$ cat src/rtl/wdg_pkg.sv
package wdg_pkg;

   // Control register field positions (read and write use the same layout)
   localparam int unsigned REG_W     = 8;
   localparam int unsigned SEL_W     = 3;
   localparam int unsigned SEL_LSB   = 0;
   localparam int unsigned EN_POS    = 3;
   localparam int unsigned GUARD_POS = 4;
   localparam int unsigned N_PERIODS = 1 << SEL_W;

   typedef struct packed {
      logic             guard;
      logic             en;
      logic [SEL_W-1:0] sel;
   } wdg_ctrl_t;

   localparam int unsigned CTRL_W = $bits(wdg_ctrl_t);

   function automatic logic [REG_W-1:0] ctrl_to_reg(input wdg_ctrl_t c);
      logic [REG_W-1:0] r;
      r = '0;
      r[SEL_LSB +: SEL_W] = c.sel;
      r[EN_POS]           = c.en;
      r[GUARD_POS]        = c.guard;
      return r;
   endfunction

endpackage

$ cat src/rtl/wdg_tick_sync.sv
module wdg_tick_sync #(
   parameter int unsigned STAGES = 2
) (
   input  logic clk,
   input  logic rst_n,
   input  logic osc_lvl,
   output logic tick
);
   localparam int unsigned LAST = STAGES;

   if (STAGES < 2) begin : g_bad_stages
      $error("wdg_tick_sync: STAGES must be at least 2");
   end

   // sh[0..STAGES-1] is the synchronizer chain, sh[STAGES] holds the previous level
   logic [LAST:0] sh;

   always_ff @(posedge clk or negedge rst_n) begin
      if (!rst_n) sh <= '0;
      else        sh <= {sh[LAST-1:0], osc_lvl};
   end

   // any change of the synchronized level is one tick
   assign tick = sh[LAST] ^ sh[LAST-1];

endmodule

$ cat src/rtl/wdg_ctrl_reg.sv
module wdg_ctrl_reg
   import wdg_pkg::*;
#(
   parameter int unsigned GUARD_CYCLES = 4
) (
   input  logic                 clk,
   input  logic                 rst_n,
   input  logic                 wr_en,
   input  logic [REG_W-1:0]     wr_data,
   output wdg_ctrl_t            ctrl
);
   localparam int unsigned GC_W = $clog2(GUARD_CYCLES + 1);
   localparam logic [GC_W-1:0] GC_LOAD = GC_W'(GUARD_CYCLES);

   if (GUARD_CYCLES < 1) begin : g_bad_guard
      $error("wdg_ctrl_reg: GUARD_CYCLES must be at least 1");
   end

   logic [GC_W-1:0]  gcnt_q;
   logic             en_q;
   logic [SEL_W-1:0] sel_q;
   logic             guard_open;
   logic             wr_en_bit;
   logic             wr_guard_bit;

   assign guard_open   = (gcnt_q != '0);
   assign wr_en_bit    = wr_data[EN_POS];
   assign wr_guard_bit = wr_data[GUARD_POS];

   always_ff @(posedge clk or negedge rst_n) begin
      if (!rst_n) begin
         en_q   <= 1'b0;
         sel_q  <= '0;
         gcnt_q <= '0;
      end else if (wr_en) begin
         sel_q  <= wr_data[SEL_LSB +: SEL_W];
         // set freely; R7/R9 clear only through an open guard
         en_q   <= wr_en_bit | (en_q & ~guard_open);
         // guard window restarts from each write
         gcnt_q <= wr_guard_bit ? GC_LOAD : '0;
      end else if (guard_open) begin
         gcnt_q <= gcnt_q - 1'b1;
      end
   end

   assign ctrl.guard = guard_open;
   assign ctrl.en    = en_q;
   assign ctrl.sel   = sel_q;

endmodule

$ cat src/rtl/wdg_counter.sv
module wdg_counter
   import wdg_pkg::*;
#(
   parameter int unsigned BASE_EXP = 14,
   parameter int unsigned CNT_W    = BASE_EXP + 7
) (
   input  logic             clk,
   input  logic             rst_n,
   input  logic             run,
   input  logic             tick,
   input  logic             kick,
   input  logic [SEL_W-1:0] sel,
   output logic [CNT_W-1:0] cnt,
   output logic             expire
);
   if (CNT_W < BASE_EXP + N_PERIODS - 1) begin : g_bad_width
      $error("wdg_counter: CNT_W too narrow for the longest period");
   end

   // terminal count for each period code, 2^(BASE_EXP+code) - 1
   logic [CNT_W-1:0] last_tab [N_PERIODS];
   for (genvar g = 0; g < N_PERIODS; g++) begin : g_tab
      assign last_tab[g] = CNT_W'((64'd1 << (BASE_EXP + g)) - 64'd1);
   end

   logic [CNT_W-1:0] last_sel;
   logic             at_end;

   assign last_sel = last_tab[sel];
   // a count already past a lowered limit also expires
   assign at_end   = (cnt >= last_sel);

   always_ff @(posedge clk or negedge rst_n) begin
      if (!rst_n) begin
         cnt    <= '0;
         expire <= 1'b0;
      end else begin
         expire <= 1'b0;
         if (!run || kick) begin
            cnt <= '0;
         end else if (tick) begin
            if (at_end) begin
               cnt    <= '0;
               expire <= 1'b1;
            end else begin
               cnt <= cnt + 1'b1;
            end
         end
      end
   end

endmodule

$ cat src/rtl/wdog_guard.sv
module wdog_guard
   import wdg_pkg::*;
#(
   parameter int unsigned BASE_EXP     = 14,
   parameter int unsigned GUARD_CYCLES = 4,
   parameter int unsigned SYNC_STAGES  = 2
) (
   input  logic       clk,
   input  logic       rst_n,
   input  logic       wr_en,
   input  logic [7:0] wr_data,
   output logic [7:0] rd_data,
   input  logic       kick,
   input  logic       osc_lvl,
   output logic       rst_req
);
   localparam int unsigned CNT_W = BASE_EXP + N_PERIODS - 1;

   if (BASE_EXP < 1 || BASE_EXP > 40) begin : g_bad_exp
      $error("wdog_guard: BASE_EXP out of range");
   end

   wdg_ctrl_t        ctrl;
   logic             tick;
   logic [CNT_W-1:0] cnt_q;

   wdg_tick_sync #(.STAGES(SYNC_STAGES)) u_sync (
      .clk     (clk),
      .rst_n   (rst_n),
      .osc_lvl (osc_lvl),
      .tick    (tick)
   );

   wdg_ctrl_reg #(.GUARD_CYCLES(GUARD_CYCLES)) u_ctrl (
      .clk     (clk),
      .rst_n   (rst_n),
      .wr_en   (wr_en),
      .wr_data (wr_data),
      .ctrl    (ctrl)
   );

   wdg_counter #(.BASE_EXP(BASE_EXP), .CNT_W(CNT_W)) u_cnt (
      .clk    (clk),
      .rst_n  (rst_n),
      .run    (ctrl.en),
      .tick   (tick),
      .kick   (kick),
      .sel    (ctrl.sel),
      .cnt    (cnt_q),
      .expire (rst_req)
   );

   // reserved bits read as zero
   assign rd_data = ctrl_to_reg(ctrl);

endmodule

$ cat config.mk
export PLATFORM = sky130hd
export DESIGN_NAME = wdog_guard
export DESIGN_NICKNAME = d
export VERILOG_FILES = /design/src/rtl/wdg_pkg.sv /design/src/rtl/wdg_tick_sync.sv /design/src/rtl/wdg_ctrl_reg.sv /design/src/rtl/wdg_counter.sv /design/src/rtl/wdog_guard.sv
export SDC_FILE = /design/constraint.sdc
export NUM_CORES = 1
export LEC_CHECK = 0
export ABC_AREA = 1
export BUFFER_PORTS_ARGS = -buffer_cell sky130_fd_sc_hd__buf_2
export CAP_MARGIN = 15
export CORE_MARGIN = 5
export CORE_UTILIZATION = 36
export DETAILED_ROUTE_END_ITERATION = 12
export MAX_ROUTING_LAYER = met4
export PLACE_DENSITY = 0.52
export RECOVER_POWER = 50
export SETUP_SLACK_MARGIN = 0.05
export SLEW_MARGIN = 15
export SYNTH_ARGS = -nofsm -noshare
export SYNTH_HDL_FRONTEND = slang
export SYNTH_HIERARCHICAL = 1
export SYNTH_SLANG_ARGS = --single-unit
$ cat constraint.sdc
create_clock -name clk -period 4.55 [get_ports clk]
set_input_delay 0.455 -clock clk [delete_from_list [all_inputs] [get_ports clk]]
set_output_delay 0.455 -clock clk [all_outputs]
set_load 0.02 [all_outputs]
Yosys cells after proc, flatten, opt, wreduce, memory -nomap -nowiden
Memory sizes are Yosys's and may differ from the RTL's. Index checks and enable logic that the tools add are counted.

Register bits after elaboration: 32. Bits of input ports: 13. Output and inout port bits: 9. Memories: 1. Memory bits (read-only): 168.

Memories: (name not given) (depth 8, bits a word 21, rd ports 1, clocked after memory_dff 0, write ports 0, RTL line wdg_counter.sv:29) `assign last_sel = last_tab[sel];`.

Reduce and logical (&&, ||, !) cells: 5. Mux-type cells: 11. Magnitude comparators: 2. Bitwise gates (word level): 5. Add/sub/neg operators: 2.

Operators with widths (count): two-way mux 21 bit (5); adder 21 x 1 -> 21 bit, second input constant (1); greater-or-equal comparator 21 bit (1); two-way mux 3 bit (3); greater-or-equal comparator 4 bit, second input constant (1); NOT 3 -> 4 bit (1); nonzero test 2 bit (2); two-way mux 1 bit (3); nonzero test 3 bit (1); subtractor 3 x 1 -> 3 bit, second input constant (1); AND 1 bit (1); logical NOT 1 bit (1); logical OR 1 bit (1); NOT 1 bit (1); OR 1 bit (1); bitwise XOR 1 bit (1).

Longest topological paths before layout
Depth in word-level cells: 8. Mapped depth: 12.

Modules after synthesis
Netlist, hierarchy kept.

By module, submodules not included: wdg_counter (times used 1, area an instance 1512.7 um2, seq. area each 550.5 um2, cells an instance 212); wdg_ctrl_reg (times used 1, area an instance 371.6 um2, seq. area each 175.2 um2, cells an instance 45); wdg_tick_sync (times used 1, area an instance 93.8 um2, seq. area each 75.1 um2, cells an instance 8); wdog_guard (times used 1, area an instance 26.3 um2, seq. area each 0.0 um2, cells an instance 4).

Worst setup path after synthesis
Ideal clock, no wire load.

Path kind: flip-flop to flip-flop. Start point: reg u_ctrl.sel_q[2]. End point: reg u_cnt.cnt[16]. Required time: 4.429 ns. Buffers on the path: 1. Setup slack: 2.672 ns. Arrival: 1.757 ns. Setup time: 0.121 ns. Cell stages (with the launch flop): 13. Cell sequence: dfrtp_1 > o21ai_0 > ha_1 > nand2_1 > nor2_1 > nand2_1 > nor2_1 > nand2_2 > nand3_2 > nand2_2 > nand2_4 > buf_12 > nor2_1.

Word-level cells in the longest chain between the ends: 8.

Ends and longest elaborated chain: start: declaration (RTL line wdg_ctrl_reg.sv:21) `logic [SEL_W-1:0] sel_q;`; start signal: assignment (RTL line wdg_ctrl_reg.sv:36) `sel_q <= wr_data[SEL_LSB +: SEL_W];`; NOT 3 -> 4 bit (not written as such) (RTL line wdg_counter.sv:29); memory (8 x 21 bit); two-way mux 21 bit (not written as such) (2 in series) (RTL line wdg_counter.sv:29); greater-or-equal comparator 21 bit (RTL line wdg_counter.sv:31) `assign at_end = (cnt >= last_sel);`; two-way mux 21 bit (RTL line wdg_counter.sv:42) `if (at_end) begin`; two-way mux 21 bit (RTL line wdg_counter.sv:41) `end else if (tick) begin`; two-way mux 21 bit (RTL line wdg_counter.sv:39) `if (!run || kick) begin`; end signal: assignment (RTL line wdg_counter.sv:46) `cnt <= cnt + 1'b1;`; end: declaration (RTL line wdg_counter.sv:13) `output logic [CNT_W-1:0] cnt,`.

No other way between the ends. The select of a mux whose other input is x is not followed. A chain may end at the register's enable or synchronous reset.

Worst setup path after layout
Start point: reg u_ctrl.sel_q[2]. End point: reg u_cnt.cnt[14].

The elaborated chain is that of the path after synthesis.

==> impl_metrics.tcl <==
set metrics [dict create \
    worstMarginPinSlew_ns 1.699 \
    synth_top_area_share_pct 39.95 \
    num_antenna_cells 0 \
    r2r-start "u_ctrl/sel_q[2]" \
    gp_congestion 0.7561 \
    synth-async-reset-ratio_pct 100.0 \
    wirelength_um 3773 \
    r2r_slack_ns 2.57 \
    antenna_found_initial 0 \
    yosys.area.top_type "dfrtp_1" \
    cp_data_arrival_time_ns 2.14 \
    port_buffers 15 \
    cts_hold_buf 0 \
    cp_max_fo 16 \
    ys_ff_latch 32 \
    final_nets 308 \
    powerDensity_nw_per_um2 335.0 \
    grt_use_met1_pct 14.79 \
    grt_max_degree 33 \
    yosysSeqAreaShare_pct 39.95 \
    clockRootBuffer "clkbuf_8" \
    drv_slew 33 \
    final_cells 358 \
    die-width_um 84.62 \
    drv_cap 1 \
    syn_to_final_growth_pct 10.42 \
    violations "max-capacitance violations, max-slew violations" \
    yosysUniqueCellTypes 25 \
    synth.most_common_cell "nand2_1" \
    met2_usage_pct 18.79 \
    period_needed_ns 1.976 \
    use_met3_pct 3.042 \
    finClkSkew_ns 0.006000 \
    start_util_pct 36.63 \
    startpoint "u_ctrl/sel_q[2]" \
    final_core_utilization_pct 40.44 \
    cts_sinks 32 \
    placed_cell_area_um2 2103 \
    synth-simple-area-share_pct 36.58 \
    syn_inst 269 \
    synth.avg_cell_area_um2 7.451 \
    place_ws_ns 2.559 \
    synth_fa_ha_area_share_pct 6.242 \
    leakage_nw 1.082 \
    drc 0 \
    viasPerCell 4.419 \
    io_pins 22 \
    synth_xor_area_share_pct 4.370 \
    start_kind "register" \
    fp.dieH_um 84.62 \
    clk_pin_slew_ns 0.07 \
    synth_top_family_by_area "simple AND/OR/NAND/NOR gates" \
    slew_headroom_pct -13.29 \
    drive_gt1_share_pct 15.38 \
    end_kind "register" \
    fin_crit_sh_pct 43.42 \
    wl_per_cell_um 10.54 \
    drt-initial-drc-count 56 \
    final_area_um2 2213 \
    busiest_layer "met2" \
    coreArea_um2 5473 \
    ys_warn_count 6 \
    setup_ws_ns 2.574 \
    peakVddDrop_mv 0.1906 \
    synth_commonest_cells "nand2_1, dfrtp_1, nor2_1, inv_1, nand3_1" \
    grt_pass1_wl_um 6741 \
    synthesis.area_um2 2004 \
    synth_flop_cell "dfrtp_1" \
    final-hold-violation-count 0 \
    grt_pass1_vias 1536 \
    timing.fmax_mhz 506.1 \
    outcome "finished, violations left" \
    antenna_left 0 \
    synth_compound_area_share_pct 3.184 \
    synthTopCellsByArea "dfrtp_1, nand2_1, ha_1, nor2_1, inv_1" \
    synth_enable_flop_cells 0 \
    vias 1582 \
    hold_class "in -> reg" \
    h-tree-depth 2 \
    post_cts_buffers 0 \
    fillers 601 \
    cts_resized 0 \
    clock_latency_ns 0.29 \
    worstHoldStart "osc_lvl" \
    cts_tree "yes" \
    cts_inserted_buffers 5 \
    required_ns 4.71 \
    crit_type "reg -> reg" \
    synthMuxAreaShare_pct 0 \
    dpl.hpwl_um 2801 \
    drtPass1Iterations 4 \
    rows 27 \
    die_area_um2 7160 \
    post-place-cells 350 \
    rsz0062_at_grt "false" \
    grt_usage_pct 12.00 \
    setup_viol 0 \
    overflow 0 \
    cts.path.max_buffers 2 \
    finalSetupTns_ns 0 \
]
## worst paths after layout
check | end | cells after the start
worst max-delay path | u_cnt/cnt[14] | 11
worst min-delay path | u_sync/sh[0] | 1
worst max register to register | u_cnt/cnt[14] | 11
worst min register to register | u_sync/sh[1] | 0
max in group asynchronous | u_ctrl/sel_q[0] | 1
min in group asynchronous | u_cnt/cnt[5] | 1
## sequential cells by signal, summed over array words and instances (netlist names)
register and cells:
u_cnt/cnt 21, u_ctrl/gcnt_q 3, u_ctrl/en_q 1, u_sync/sh 3, u_ctrl/sel_q 3, u_cnt/expire 1
## power by group
part	switching, mW	internal (mW)
clock	0.110	0.162
sequential	0.0137	0.303
combinational	0.103	0.0494
total	0.227	0.514
## through the flow
step	hold WS, ns	total power [mW]
floorplan	0.1594	0.4559
global placement	0.3333	0.4745
detailed placement	0.3403	0.4783
CTS	0.2427	0.7579
global route	0.2557	0.7941
finish	0.2720	0.7414
## critical path, stage by stage, from the launching register on
cell	delay, ns
dfrtp_1	0.48
nand3_1	0.12
ha_1	0.31
nand2_1	0.06
nor2_1	0.17
nand2_1	0.09
nor2_1	0.11
nand2_2	0.06
nand3_2	0.10
nand2_2	0.08
nand2_4	0.20
nor2_1	0.07
## per-layer routing
metal  share of wire, %  vias up
met5                  0        -
met1                 49      705
met3                3.4        7
met4                1.9        0
met2                 45       19
li1                   -      851
## layout by cell type (no fill, tap or decap)
cell and n:
o21bai_1 1, ha_1 10, nand2_1 92, clkinvlp_4 1, o22ai_1 1, xor2_1 10
nor3_1 4, conb_1 3, nor2_2 9, buf_2 14, clkbuf_1 1, o21ai_0 5
inv_1 29, nand3_1 12, dfrtp_1 32, nand2_2 5, nand2_4 2, inv_2 2
nor2_1 32, clkbuf_8 5, bufinv_16 1, nand4_1 3, nand3b_1 2, nand3_2 1
clkinv_2 1, a21oi_1 5, nor2_4 3
## layout make-up
class / count / area (um2) / area share [%]
multi-input cells: 200 / 1021 / 46.13
inverters: 31 / 116.4 / 5.257
well taps: 72 / 90.09 / 4.070
repair buffers: 15 / 73.82 / 3.335
flip-flops and latches: 32 / 800.8 / 36.18
clock inverters: 3 / 42.54 / 1.922
clock buffers: 5 / 68.82 / 3.109
## logic make-up (layout without fill, tap and decap cells)
group	Yosys count	in the layout
other cells	1	3
compound gates	12	12
flops	32	32
simple gates	165	165
fa+ha+maj	10	10
buf+inv	39	54
xor+xnor	10	10
(Power assumes the default switching activity.)
